<file path="src/rtl/fod_pkg.sv">
package fod_pkg;
  localparam int PIN_W = 3;
  localparam int ADR_CTRL   = 0;
  localparam int ADR_COARSE = 1;
  localparam int ADR_UP_LO  = 2;
  localparam int ADR_UP_HI  = 3;
  localparam int ADR_LO_LO  = 4;
  localparam int ADR_LO_HI  = 5;
  localparam logic [2:0] MD_MSB = 3'd1;
endpackage

</file>
<file path="src/rtl/fod_cfg_regs.sv">
module fod_cfg_regs #(
  parameter int MAG_W  = 13,
  parameter int CODE_W = 3,
  parameter int ADDR_W = 3,
  parameter int BYTE_W = 8
) (
  input  logic              clk,
  input  logic              rst,
  input  logic              we,
  input  logic [ADDR_W-1:0] addr,
  input  logic [BYTE_W-1:0] wdata,
  output logic              en,
  output logic [2:0]        mode,
  output logic              ilv,
  output logic [CODE_W-1:0] coarse,
  output logic [MAG_W-1:0]  fine_up,
  output logic [MAG_W-1:0]  fine_lo
);
  import fod_pkg::*;
  localparam int HI_W = MAG_W - BYTE_W;

  logic [BYTE_W-1:0] up_lo, lo_lo;
  logic [HI_W-1:0]   up_hi, lo_hi;

  always_ff @(posedge clk) begin
    if (rst) begin
      en <= 1'b0; mode <= '0; ilv <= 1'b0; coarse <= '0;
      up_lo <= '0; up_hi <= '0; lo_lo <= '0; lo_hi <= '0;
    end else if (we) begin
      case (int'(addr))
        ADR_CTRL: begin
          en   <= wdata[0];
          mode <= wdata[3:1];
          ilv  <= wdata[4];
        end
        ADR_COARSE: coarse <= wdata[CODE_W-1:0];
        ADR_UP_LO:  up_lo  <= wdata;
        ADR_UP_HI:  up_hi  <= wdata[HI_W-1:0];
        ADR_LO_LO:  lo_lo  <= wdata;
        ADR_LO_HI:  lo_hi  <= wdata[HI_W-1:0];
        default: ;
      endcase
    end
  end

  assign fine_up = {up_hi, up_lo};
  assign fine_lo = {lo_hi, lo_lo};
endmodule

</file>
<file path="src/rtl/fod_chan_cmp.sv">
module fod_chan_cmp #(
  parameter int MAG_W  = 13,
  parameter int CODE_W = 3
) (
  input  logic [MAG_W-1:0]        mag,
  input  logic [CODE_W-1:0]       coarse,
  input  logic [MAG_W-1:0]        fine_up,
  input  logic [MAG_W-1:0]        fine_lo,
  input  logic [2:0]              mode,
  output logic [fod_pkg::PIN_W-1:0] word
);
  import fod_pkg::*;
  localparam int TOP = MAG_W - 1;
  localparam logic [CODE_W-1:0] LAST_CODE = '1;

  logic [MAG_W-1:0] thr;
  int shamt;

  always_comb begin
    shamt = TOP - int'(coarse);
    if (shamt < 0) shamt = 0;
    if (coarse == LAST_CODE) thr = MAG_W'(1);
    else                     thr = MAG_W'(1) << shamt;
  end

  always_comb begin
    if (mode == MD_MSB) word = mag[MAG_W-1 -: PIN_W];
    else word = {mag >= thr, mag > fine_up, mag < fine_lo};
  end
endmodule

</file>
<file path="src/rtl/fod_out_stage.sv">
module fod_out_stage #(
  parameter int PIN_W = 3
) (
  input  logic             clk,
  input  logic             rst,
  input  logic             en,
  input  logic             ilv,
  input  logic [1:0]       ch_on,
  input  logic [PIN_W-1:0] word_a,
  input  logic [PIN_W-1:0] word_b,
  output logic [PIN_W-1:0] fd_a,
  output logic             fd_a_en,
  output logic [PIN_W-1:0] fd_b,
  output logic             fd_b_en
);
  logic phase;

  always_ff @(posedge clk) begin
    if (rst) begin
      phase <= 1'b0;
      fd_a <= '0; fd_a_en <= 1'b0;
      fd_b <= '0; fd_b_en <= 1'b0;
    end else begin
      phase <= ~phase;
      if (!en) begin
        fd_a <= '0; fd_a_en <= 1'b0;
        fd_b <= '0; fd_b_en <= 1'b0;
      end else if (ilv) begin
        fd_b <= '0; fd_b_en <= 1'b0;
        case (ch_on)
          2'b11:   begin fd_a <= phase ? word_b : word_a; fd_a_en <= 1'b1; end
          2'b01:   begin fd_a <= word_a; fd_a_en <= 1'b1; end
          2'b10:   begin fd_a <= word_b; fd_a_en <= 1'b1; end
          default: begin fd_a <= '0;     fd_a_en <= 1'b0; end
        endcase
      end else begin
        fd_a_en <= ch_on[0];
        fd_a    <= ch_on[0] ? word_a : '0;
        fd_b_en <= ch_on[1];
        fd_b    <= ch_on[1] ? word_b : '0;
      end
    end
  end
endmodule

</file>
<file path="src/rtl/fast_overrange_det.sv">
module fast_overrange_det #(
  parameter int MAG_W  = 13,
  parameter int CODE_W = 3,
  parameter int ADDR_W = 3,
  parameter int BYTE_W = 8
) (
  input  logic              clk,
  input  logic              rst,
  input  logic              cfg_we,
  input  logic [ADDR_W-1:0] cfg_addr,
  input  logic [BYTE_W-1:0] cfg_wdata,
  input  logic [MAG_W-1:0]  mag_a,
  input  logic [MAG_W-1:0]  mag_b,
  input  logic              ch_a_on,
  input  logic              ch_b_on,
  output logic [2:0]        fd_a,
  output logic              fd_a_en,
  output logic [2:0]        fd_b,
  output logic              fd_b_en
);
  import fod_pkg::*;
  localparam int NCH = 2;

  logic              cfg_en, cfg_ilv;
  logic [2:0]        cfg_mode;
  logic [CODE_W-1:0] cfg_coarse;
  logic [MAG_W-1:0]  fine_up, fine_lo;
  logic [NCH-1:0][MAG_W-1:0] mags;
  logic [NCH-1:0][PIN_W-1:0] words;

  assign mags = {mag_b, mag_a};

  fod_cfg_regs #(.MAG_W(MAG_W), .CODE_W(CODE_W), .ADDR_W(ADDR_W), .BYTE_W(BYTE_W)) u_regs (
    .clk(clk), .rst(rst), .we(cfg_we), .addr(cfg_addr), .wdata(cfg_wdata),
    .en(cfg_en), .mode(cfg_mode), .ilv(cfg_ilv), .coarse(cfg_coarse),
    .fine_up(fine_up), .fine_lo(fine_lo)
  );

  for (genvar g = 0; g < NCH; g++) begin : g_ch
    fod_chan_cmp #(.MAG_W(MAG_W), .CODE_W(CODE_W)) u_cmp (
      .mag(mags[g]), .coarse(cfg_coarse), .fine_up(fine_up), .fine_lo(fine_lo),
      .mode(cfg_mode), .word(words[g])
    );
  end

  fod_out_stage #(.PIN_W(PIN_W)) u_out (
    .clk(clk), .rst(rst), .en(cfg_en), .ilv(cfg_ilv), .ch_on({ch_b_on, ch_a_on}),
    .word_a(words[0]), .word_b(words[1]),
    .fd_a(fd_a), .fd_a_en(fd_a_en), .fd_b(fd_b), .fd_b_en(fd_b_en)
  );
endmodule

</file>
<file path="config.mk">
export PLATFORM = sky130hd
export DESIGN_NAME = fast_overrange_det
export DESIGN_NICKNAME = d
export VERILOG_FILES = /design/src/rtl/fod_pkg.sv /design/src/rtl/fod_cfg_regs.sv /design/src/rtl/fod_chan_cmp.sv /design/src/rtl/fod_out_stage.sv /design/src/rtl/fast_overrange_det.sv
export SDC_FILE = /design/constraint.sdc
export NUM_CORES = 1
export LEC_CHECK = 0
export BUFFER_PORTS_ARGS = -buffer_cell sky130_fd_sc_hd__buf_4
export CAP_MARGIN = 15
export CELL_PAD_IN_SITES_DETAIL_PLACEMENT = 0
export CELL_PAD_IN_SITES_GLOBAL_PLACEMENT = 1
export CORE_MARGIN = 2
export CORE_UTILIZATION = 45
export CTS_BUF_LIST = sky130_fd_sc_hd__clkbuf_8
export CTS_CLUSTER_SIZE = 14
export DETAILED_ROUTE_END_ITERATION = 6
export HOLD_SLACK_MARGIN = 0.05
export PLACE_DENSITY = 0.95
export SLEW_MARGIN = 5
export SYNTH_ARGS = -nofsm -noshare
export SYNTH_HDL_FRONTEND = slang
export SYNTH_SLANG_ARGS = --single-unit
</file>
<file path="constraint.sdc">
create_clock -name clk -period 2.6 [get_ports clk]
set_input_delay 0.65 -clock clk [delete_from_list [all_inputs] [get_ports clk]]
set_output_delay 0.65 -clock clk [all_outputs]
set_load 0.01 [all_outputs]
</file>
* After elaboration in Yosys (flattened, before gate mapping) *
Index checks and enable logic that the tools add are counted.

word-level totals
  output and inout bits = 8
  bits in latches = 0
  bits of input ports = 42
  memories kept = 0
  register bits after elaboration = 43
  bits in writable memories = 0
  bits in read-only memories = 0

cells by class
  $lt $le $gt $ge = 7
  add/sub/neg operators = 1
  equal/unequal tests = 10
  shift-type cells = 1
  reductions and logical operators = 11
  multiply operators = 0
  muxes and demuxes = 10
  bitwise logic cells = 3
  div/mod/pow operators = 0

operator list
  operator                                              count
  < comparator 32 x 1 -> 1 bit (second input constant)  1
  2-to-1 mux 32 bit                                     1
  left shift 1 x 32 -> 13 bit (first input constant)    1
  greater-or-equal comparator 13 bit                    2
  > comparator 13 bit                                   2
  < comparator 13 bit                                   2
  2-to-1 mux 3 bit                                      5
  2-to-1 mux 13 bit                                     1
  AND reduction 2 bit                                   6
  == test 3 bit (second input constant)                 3
  one-hot mux 3 bit (3 select lines)                    1
  == test 3 x 1 -> 1 bit (second input constant)        2
  == test 3 x 2 -> 1 bit (second input constant)        2
  OR reduction 3 bit                                    2
  subtractor 4 x 3 -> 5 bit (first input constant)      1
  == test 2 bit (second input constant)                 2
  OR reduction 4 bit                                    1
  logical NOT 3 bit                                     1
  NOT 1 bit                                             3
  == test 2 x 1 -> 1 bit (second input constant)        1
  2-to-1 mux 1 bit                                      2
  OR reduction 2 bit                                    1

* Depth between registers and ports, before layout *
Gate-level depths: netlist of the first run.

  word-level depth = 10
  gate-level depth with buffers = 8
  mapped depth without buffers = 8

* Modules after synthesis *
From an unflattened synthesis of the first run, not the netlist that was laid out.

unflattened totals
  cell total of the unflattened synthesis = 413
  area total of the unflattened synthesis = 3607.2 um2

modules (own cells, without submodules)
  module                        seq. area each (um2)  cells an instance  times used  area each (um2)
  fod_cfg_regs                  680.7                 127                1           1422.6
  fod_chan_cmp (g_ch[0].u_cmp)  0.0                   128                1           934.6
  fod_chan_cmp (g_ch[1].u_cmp)  0.0                   128                1           933.4
  fod_out_stage                 180.2                 30                 1           316.6

* Worst setup path after synthesis of the first run *
OpenSTA, ideal clock, no wires.

  path kind = input port to flip-flop
  start = input port mag_b[9]
  end = register u_out.fd_a[2]
  data required time = 2473 ps
  buffers on the path = 0
  slack = 453 ps
  cell stages on the path = 6
  arrival time = 2019 ps
  cell sequence = ha_1 -> nand4_1 -> and4bb_1 -> or4_4 -> a41oi_2 -> o31ai_1

on the way
  word-level cells in the longest chain between the ends = 5

RTL lines
  what                                  RTL line                  source
  start: declaration                    fast_overrange_det.sv:13  input logic [MAG_W-1:0] mag_b,
  greater-or-equal comparator 13 bit *  fod_chan_cmp.sv:28        else word = {mag >= thr, mag > fine_up, mag < fine_lo};
  2-to-1 mux 3 bit *                    fod_chan_cmp.sv:27        if (mode == MD_MSB) word = mag[MAG_W-1 -: PIN_W];
  2-to-1 mux 3 bit                      fod_out_stage.sv:31       2'b11: begin fd_a <= phase ? word_b : word_a; fd_a_en <= 1'b1; end
  one-hot mux 3 bit (3 select lines) *  fod_out_stage.sv:30       case (ch_on)
  2-to-1 mux 3 bit *                    fod_out_stage.sv:28       end else if (ilv) begin
  end signal: assignment                fod_out_stage.sv:38       fd_a <= ch_on[0] ? word_a : '0;
  end: declaration                      fod_out_stage.sv:11       output logic [PIN_W-1:0] fd_a,

Every way passes the cells marked *; elsewhere a longest branch is shown, timed or not.
A chain may end at the register's enable or synchronous reset.

* Final worst setup path of the first run *
  start = register u_regs.coarse[0]
  end = register u_out.fd_a[2]

on the way
  word-level cells in the longest chain between the ends = 10
  elaborated cells on any way between the ends = 14

RTL lines
  what                                RTL line             source
  start: declaration                  fod_cfg_regs.sv:15   output logic [CODE_W-1:0] coarse,
  start signal: assignment            fod_cfg_regs.sv:36   ADR_COARSE: coarse <= wdata[CODE_W-1:0];
  subtractor 4 x 3 -> 5 bit           fod_chan_cmp.sv:20   shamt = TOP - int'(coarse);
  < comparator 32 x 1 -> 1 bit        fod_chan_cmp.sv:21   if (shamt < 0) shamt = 0;
  2-to-1 mux 32 bit                   fod_chan_cmp.sv:21
  left shift 1 x 32 -> 13 bit         fod_chan_cmp.sv:23   else thr = MAG_W'(1) << shamt;
  2-to-1 mux 13 bit *                 fod_chan_cmp.sv:22   if (coarse == LAST_CODE) thr = MAG_W'(1);
  greater-or-equal comparator 13 bit  fod_chan_cmp.sv:28
  2-to-1 mux 3 bit                    fod_chan_cmp.sv:27
  2-to-1 mux 3 bit                    fod_out_stage.sv:31
  one-hot mux 3 bit (3 select lines)  fod_out_stage.sv:30
  2-to-1 mux 3 bit *                  fod_out_stage.sv:28

Marks and branches as above.

==> results of run 1 <==
## sequential cells by signal (all words and copies together) (netlist names)
signal and flops:
u_out.fd_a 3, u_out.fd_a_en 1, u_out.fd_b 3, u_out.fd_b_en 1, u_out.phase 1, u_regs.coarse 3
u_regs.en 1, u_regs.ilv 1, u_regs.lo_hi 5, u_regs.lo_lo 8, u_regs.mode 3, u_regs.up_hi 5
u_regs.up_lo 8
## final cells by class
cell class	count	area share [%]
Inverter	32	3.09
Timing Repair Buffer	50	9.64
Clock inverter	3	1.74
Tap cell	99	3.18
Sequential cell	43	22.1
Multi-Input combinational cell	303	58.5
Clock buffer	5	1.77
## logic make-up (layout without fill, tap and decap cells)
group	count (synthesis)	in the layout
AOI/OAI and AO/OA	74	74
adders and majority gates	70	70
buffers and inverters	42	90
DFF	43	43
muxes	19	19
other	1	4
and+or+nand+nor	136	136
## worst max path at each step
stage | from | endpoint | slack [ns] | cells after the start
2_1_floorplan | mag_b[9] | u_out.fd_a[2] | 0.45 | 6
3_3_place_gp | mag_b[9] | u_out.fd_a[2] | 0.25 | 7
3_5_place_dp | mag_b[9] | u_out.fd_a[2] | 0.19 | 7
4_1_cts | u_regs.coarse[0] | u_out.fd_a[2] | 0.21 | 7
5_1_grt | u_regs.coarse[0] | u_out.fd_a[2] | 0.05 | 7
6_report | u_regs.coarse[0] | u_out.fd_a[2] | 0.17 | 7
## per-stage QoR
step / util [%] / total power, mW / instances / area [µm²] / setup slack [ns]
2_1_floorplan: - / 0.874 / 388 / 3300 / 0.453
3_3_place_gp: 52.3 / 0.994 / 527 / 3760 / 0.247
3_5_place_dp: 52.3 / 1.01 / 527 / 3760 / 0.187
4_1_cts: 54.2 / 1.62 / 535 / 3890 / 0.212
5_1_grt: 54.2 / 1.69 / 535 / 3890 / 0.0520
6_report: 54.2 / 1.62 / 535 / 3890 / 0.168
## synthesized netlist by cell type, types with 2 or more instances
| library cell | instances |
|---|---|
| ha_1 | 70 |
| dfxtp_1 | 43 |
| nor2_1 | 43 |
| a21oi_1 | 34 |
| inv_1 | 32 |
| nand2_1 | 29 |
| mux2i_1 | 19 |
| nand3_1 | 17 |
| clkbuf_1 | 9 |
| a21o_1 | 7 |
| nand4_1 | 6 |
| and4_1 | 5 |
| nor2b_1 | 5 |
| o21ai_0 | 5 |
| a211o_1 | 4 |
| a211oi_1 | 4 |
| nand3b_1 | 4 |
| o31ai_1 | 4 |
| and3_1 | 3 |
| nor3_1 | 3 |
| o211ai_1 | 3 |
| a2111oi_0 | 2 |
| a221o_1 | 2 |
| and3b_1 | 2 |
| nand2b_1 | 2 |
| nor3b_1 | 2 |
| nor4_1 | 2 |
| o2111ai_1 | 2 |
| or3b_1 | 2 |
| or3b_2 | 2 |
## critical path, cell delays in order, from the launching register on
cell and delay (ns):
dfxtp_1 0.49, or3b_2 0.51, ha_1 0.33, a21o_1 0.17
a2111oi_0 0.40, a21oi_1 0.12, a21oi_1 0.19, o31ai_1 0.10
## per-layer routing
layer	part of all wire, %	vias to the layer above
met5	0	-
met4	1.2	0
met3	4.0	9
met2	47	58
met1	48	1368
li1	-	1492
## power by group
| part | switching (mW) | leakage (nW) | internal [mW] |
|---|---|---|---|
| Sequential | 0.00849 | 0.348 | 0.671 |
| Combinational | 0.166 | 1.31 | 0.148 |
| Clock | 0.239 | 0.0644 | 0.383 |
| Total | 0.413 | 1.72 | 1.20 |
==> flow_metrics.tcl, run 1 <==
set metrics [dict create \
    powerDensity_mw_per_mm2 415 \
    synth_top_cell_by_area "ha_1" \
    final.setup.tns_ns 0 \
    period_needed_ns 2.43 \
    hpwl_um 6900 \
    use_met3_pct 3.42 \
    grt_max_degree 36 \
    start_util_pct 45.8 \
    relSlewSlack_pct 58.7 \
    cts_buffers 5 \
    mostFrequentLayoutCells "ha_1, buf_4, nor2_1, dfxtp_1, a21oi_1" \
    coreArea_mm2 0.00718 \
    critical_path_class "reg2reg" \
    synth_area_leaders "ha_1, dfxtp_1, mux2i_1" \
    cts.sinks 43 \
    timing.rr.start "u_regs.coarse[0]" \
    grt-busiest-layer "met2" \
    met1_usage_pct 29.3 \
    synth_top_area_share_pct 26.7 \
    yosys.area_share.simple_pct 21.6 \
    timing.fmax_ghz 0.411 \
    wl_per_cell_um 15.4 \
    cts_tree "built" \
    grt_usage_pct 21.9 \
    synth_top_family_by_area "adder cells" \
    crit_fanout 9 \
    startpoint_type "flop" \
    drcViolationCount 0 \
    worst_pin_slew_ns 0.616 \
    setup_violations 0 \
    num_antenna_cells 0 \
    gp_congestion 0.907 \
    grt_pass1_wl_um 13400 \
    worst_clock_skew_ns 0.00320 \
    path_clk_slew_ns 0.09 \
    syn_area_mm2 0.00328 \
    r2r_end "u_out.fd_a[2]" \
    grt_use_met2_pct 36.6 \
    num_vias 2927 \
    yosysWarnings 0 \
    finalWirelength_um 8240 \
    nFillCells 686 \
    min_path_cells 1 \
    cap_violations 0 \
    cp.arrival_ns 2.62 \
    antenna_left 0 \
    ys_async_sr_fraction_pct 0 \
    rows 31 \
    post_cts_resize_count 0 \
    antenna_found_initial 0 \
    peakVddDrop_uv 271 \
    worst_setup_path_end_kind "flop" \
    status "completed" \
    synth_cell_types 48 \
    seq_area_frac_synth_pct 26.2 \
    reg2reg_setup_slack_ns 0.17 \
    synth_compound_area_share_pct 14.8 \
    avgSynthCellArea_um2 8.53 \
    post_synth_mux_area_share_pct 5.79 \
    final_nets 547 \
    io_pins 50 \
    holdPathEnd "u_out.phase" \
    synthXorXnorAreaFrac_pct 0 \
    h-tree-depth 2 \
    layout-drive-gt1-share_pct 14.9 \
    synthAdderAreaFrac_pct 26.7 \
    rsz0062_at_grt "false" \
    final_common_cell "ha_1" \
    holdBufCountCts 0 \
    fp.dieW_um 89.4 \
    io_buffers 49 \
    synthFlopType "dfxtp_1" \
    die_area_mm2 0.00800 \
    drt_pre_antenna_iters 4 \
    grt_pass1_vias 2851 \
    clk_path_buf_depth 2 \
    synth_seq_cells 43 \
    cp.required_ns 2.78 \
    post-cts-setup-buffer-count 0 \
    multiInputGateArea_mm2 0.00228 \
    min_path_type "reg2reg" \
    clockRootBuffer "clkbuf_8" \
    fin_crit_sh_pct 93.5 \
    drt_iter0_markers 150 \
    seq_area_um2 861 \
    finalHoldViolCount 0 \
    hp-start "u_out.phase" \
    reg2reg_depth 7 \
    synthCells 385 \
    vias_per_cell 5.47 \
    worst_hold_slack_ns 0.453 \
    insertion_delay_ns 0.30 \
    leakage_nw 1.72 \
    slew_violations 0 \
    synth_edf_count 0 \
    grt-ovfl-total 0 \
    die_h_um 89.4 \
    area_growth_syn_to_layout_pct 18.5 \
]
(Power assumes the default switching activity.)
==> run 2, diff against run 1 <==
--- a/config.mk
+++ b/config.mk
@@ -5,17 +5,18 @@
 export SDC_FILE = /design/constraint.sdc
 export NUM_CORES = 1
 export LEC_CHECK = 0
+export ABC_AREA = 1
 export BUFFER_PORTS_ARGS = -buffer_cell sky130_fd_sc_hd__buf_4
 export CAP_MARGIN = 15
 export CELL_PAD_IN_SITES_DETAIL_PLACEMENT = 0
 export CELL_PAD_IN_SITES_GLOBAL_PLACEMENT = 1
 export CORE_MARGIN = 2
-export CORE_UTILIZATION = 45
+export CORE_UTILIZATION = 38
 export CTS_BUF_LIST = sky130_fd_sc_hd__clkbuf_8
 export CTS_CLUSTER_SIZE = 14
 export DETAILED_ROUTE_END_ITERATION = 6
 export HOLD_SLACK_MARGIN = 0.05
-export PLACE_DENSITY = 0.95
+export PLACE_DENSITY = 0.9
 export SLEW_MARGIN = 5
 export SYNTH_ARGS = -nofsm -noshare
 export SYNTH_HDL_FRONTEND = slang
==> constraint.sdc (replaced) <==
create_clock -name clk -period 2.2 [get_ports clk]
set_input_delay 0.55 -clock clk [delete_from_list [all_inputs] [get_ports clk]]
set_output_delay 0.55 -clock clk [all_outputs]
set_load 0.01 [all_outputs]
==> flow_metrics.tcl, run 2 <==
set metrics [dict create \
    status "completed" \
    largestRegisters "u_regs.lo_lo x8, u_regs.up_lo x8" \
    finalWirelength_um 8430 \
    wl_per_cell_um 13.0 \
    leakage_nw 1.90 \
    cp.arrival_ns 2.02 \
    period_needed_ns 1.82 \
    antenna_left 0 \
    cts_tree "built" \
    rsz0062_at_grt "false" \
    h-tree-depth 2 \
    layout-drive-gt1-share_pct 12.2 \
    fp.dieW_um 98.1 \
    post-cts-setup-buffer-count 0 \
    drt_pre_antenna_iters 4 \
    crit_fanout 5 \
    nFillCells 930 \
    min_path_type "in2reg" \
    hpwl_um 7230 \
    start_util_pct 38.8 \
    synth_top_cell_by_area "ha_1" \
    design_area_mm2 0.00396 \
    yosysWarnings 0 \
    drt_iter0_markers 110 \
    grt_pass1_vias 3036 \
    vias_per_cell 4.93 \
    synthCells 485 \
    avgSynthCellArea_um2 6.94 \
    cp.required_ns 2.39 \
    setup_violations 0 \
    ys_async_sr_fraction_pct 0 \
    die_h_um 98.1 \
    die_area_mm2 0.00963 \
    grt_pass1_wl_um 14200 \
    path_clk_slew_ns 0.09 \
    seq_area_frac_synth_pct 25.6 \
    cts.sinks 43 \
    powerDensity_mw_per_mm2 456 \
    syn_area_mm2 0.00337 \
    grt_max_degree 37 \
    finish.utilization_pct 45.6 \
    clockRootBuffer "clkbuf_8" \
    cts_buffers 5 \
    synthFlopType "dfxtp_1" \
    holdBufCountCts 0 \
    synth_area_leaders "ha_1, dfxtp_1, nand2_1" \
    preCtsSetupSlack_ns 0.323 \
    grt-ovfl-total 0 \
    peakVddDrop_uv 262 \
    coreArea_mm2 0.00868 \
    synth_top_area_share_pct 26.0 \
    io_buffers 49 \
    final_common_cell "nand2_1" \
    num_antenna_cells 0 \
    mostFrequentLayoutCells "nand2_1, inv_1, ha_1, a21oi_1, buf_4" \
    post_cts_resize_count 0 \
    num_vias 3200 \
    rows 34 \
    worst_setup_path_end_kind "flop" \
    dp.cells 641 \
    gp_congestion 0.931 \
    clk_path_buf_depth 2 \
    startpoint_type "flop" \
    io_pins 50 \
    fin_crit_sh_pct 82.8 \
    synth_common_cells "nand2_1, inv_1, ha_1" \
    final_cells 649 \
    yosysMostFrequentCell "nand2_1" \
    placed_area_mm2 0.00386 \
    finalHoldViolCount 0 \
    synth_cell_types 23 \
    timing.fmax_ghz 0.549 \
    worst_clock_skew_ns 0.00766 \
    worst_slack_ns 0.378 \
    antenna_found_initial 0 \
    grt_usage_pct 18.3 \
    cap_violations 0 \
    insertion_delay_ns 0.30 \
    slew_violations 0 \
    final_nets 652 \
    critical_path_class "reg2reg" \
    synth_seq_cells 43 \
    synth_edf_count 0 \
    final.setup.tns_ns 0 \
    drcViolationCount 0 \
    area_growth_syn_to_layout_pct 17.4 \
]
-- run 2: cell count changes after synthesis, moves of 6 or more --
cell,before,now
clkbuf_1,9,3
a21oi_1,34,61
nand3_1,17,24
o21ai_0,5,38
inv_1,32,78
nand2_1,29,99
mux2i_1,19,0
-- run 2: area by class of cell --
| class | instances | area [µm²] | share of cell area, % |
|---|---|---|---|
| Clock inverter | 3 | 23.8 | 0.601 |
| Inverter | 81 | 304 | 7.69 |
| Timing Repair Buffer | 50 | 375 | 9.49 |
| Clock buffer | 5 | 68.8 | 1.74 |
| Tap cell | 108 | 135 | 3.42 |
| Multi-Input combinational cell | 359 | 2190 | 55.3 |
| Sequential cell | 43 | 861 | 21.8 |
-- run 2: through the flow --
step / hold slack, ns / total power, mW
floorplan: 0.389 / 1.13
finish: 0.398 / 1.80
global route: 0.390 / 1.94
detailed placement: 0.407 / 1.30
CTS: 0.390 / 1.82
global placement: 0.400 / 1.28
-- run 2: layer usage --
layer  GRT usage, %  vias up  share of wire [%]
met3           1.93       21                4.1
met2           29.7       60                 44
met4           7.69        0                3.4
met1           24.9     1421                 48
met5              0        -                  0
li1               -     1698                  -
-- run 2: final timing paths --
kind,startpoint,end,slack [ns],depth (start not counted)
worst max register to register,u_regs.coarse[0],u_out.fd_a[2],0.38,11
worst min register to register,u_out.phase,u_out.phase,0.42,1
worst min-delay path,rst,u_out.phase,0.40,2
worst max-delay path,u_regs.coarse[0],u_out.fd_a[2],0.38,11
-- run 2: where the power goes --
group	switching, mW	total (mW)	internal [mW]
registers	0.00969	0.812	0.802
logic	0.274	0.472	0.198
clock network	0.290	0.517	0.227
-- run 2: critical path, stage by stage, from the launching register on --
cell and delay [ns]:
dfxtp_1 0.40, inv_1 0.10, nor3_1 0.34, ha_1 0.30, inv_1 0.06, nor2_1 0.04
nand4_1 0.08, nand3_1 0.13, nand2_1 0.08, nand2_1 0.06, nand3_1 0.07, a21oi_1 0.06
-- run 2: kinds of logic after synthesis --
| group | Yosys count | share of synthesized area [%] |
|---|---|---|
| other cells | 1 | 0.111 |
| simple gates | 182 | 22.8 |
| compound gates | 103 | 15.6 |
| fa+ha+maj | 70 | 26.0 |
| buf+inv | 86 | 9.84 |
| flops | 43 | 25.6 |
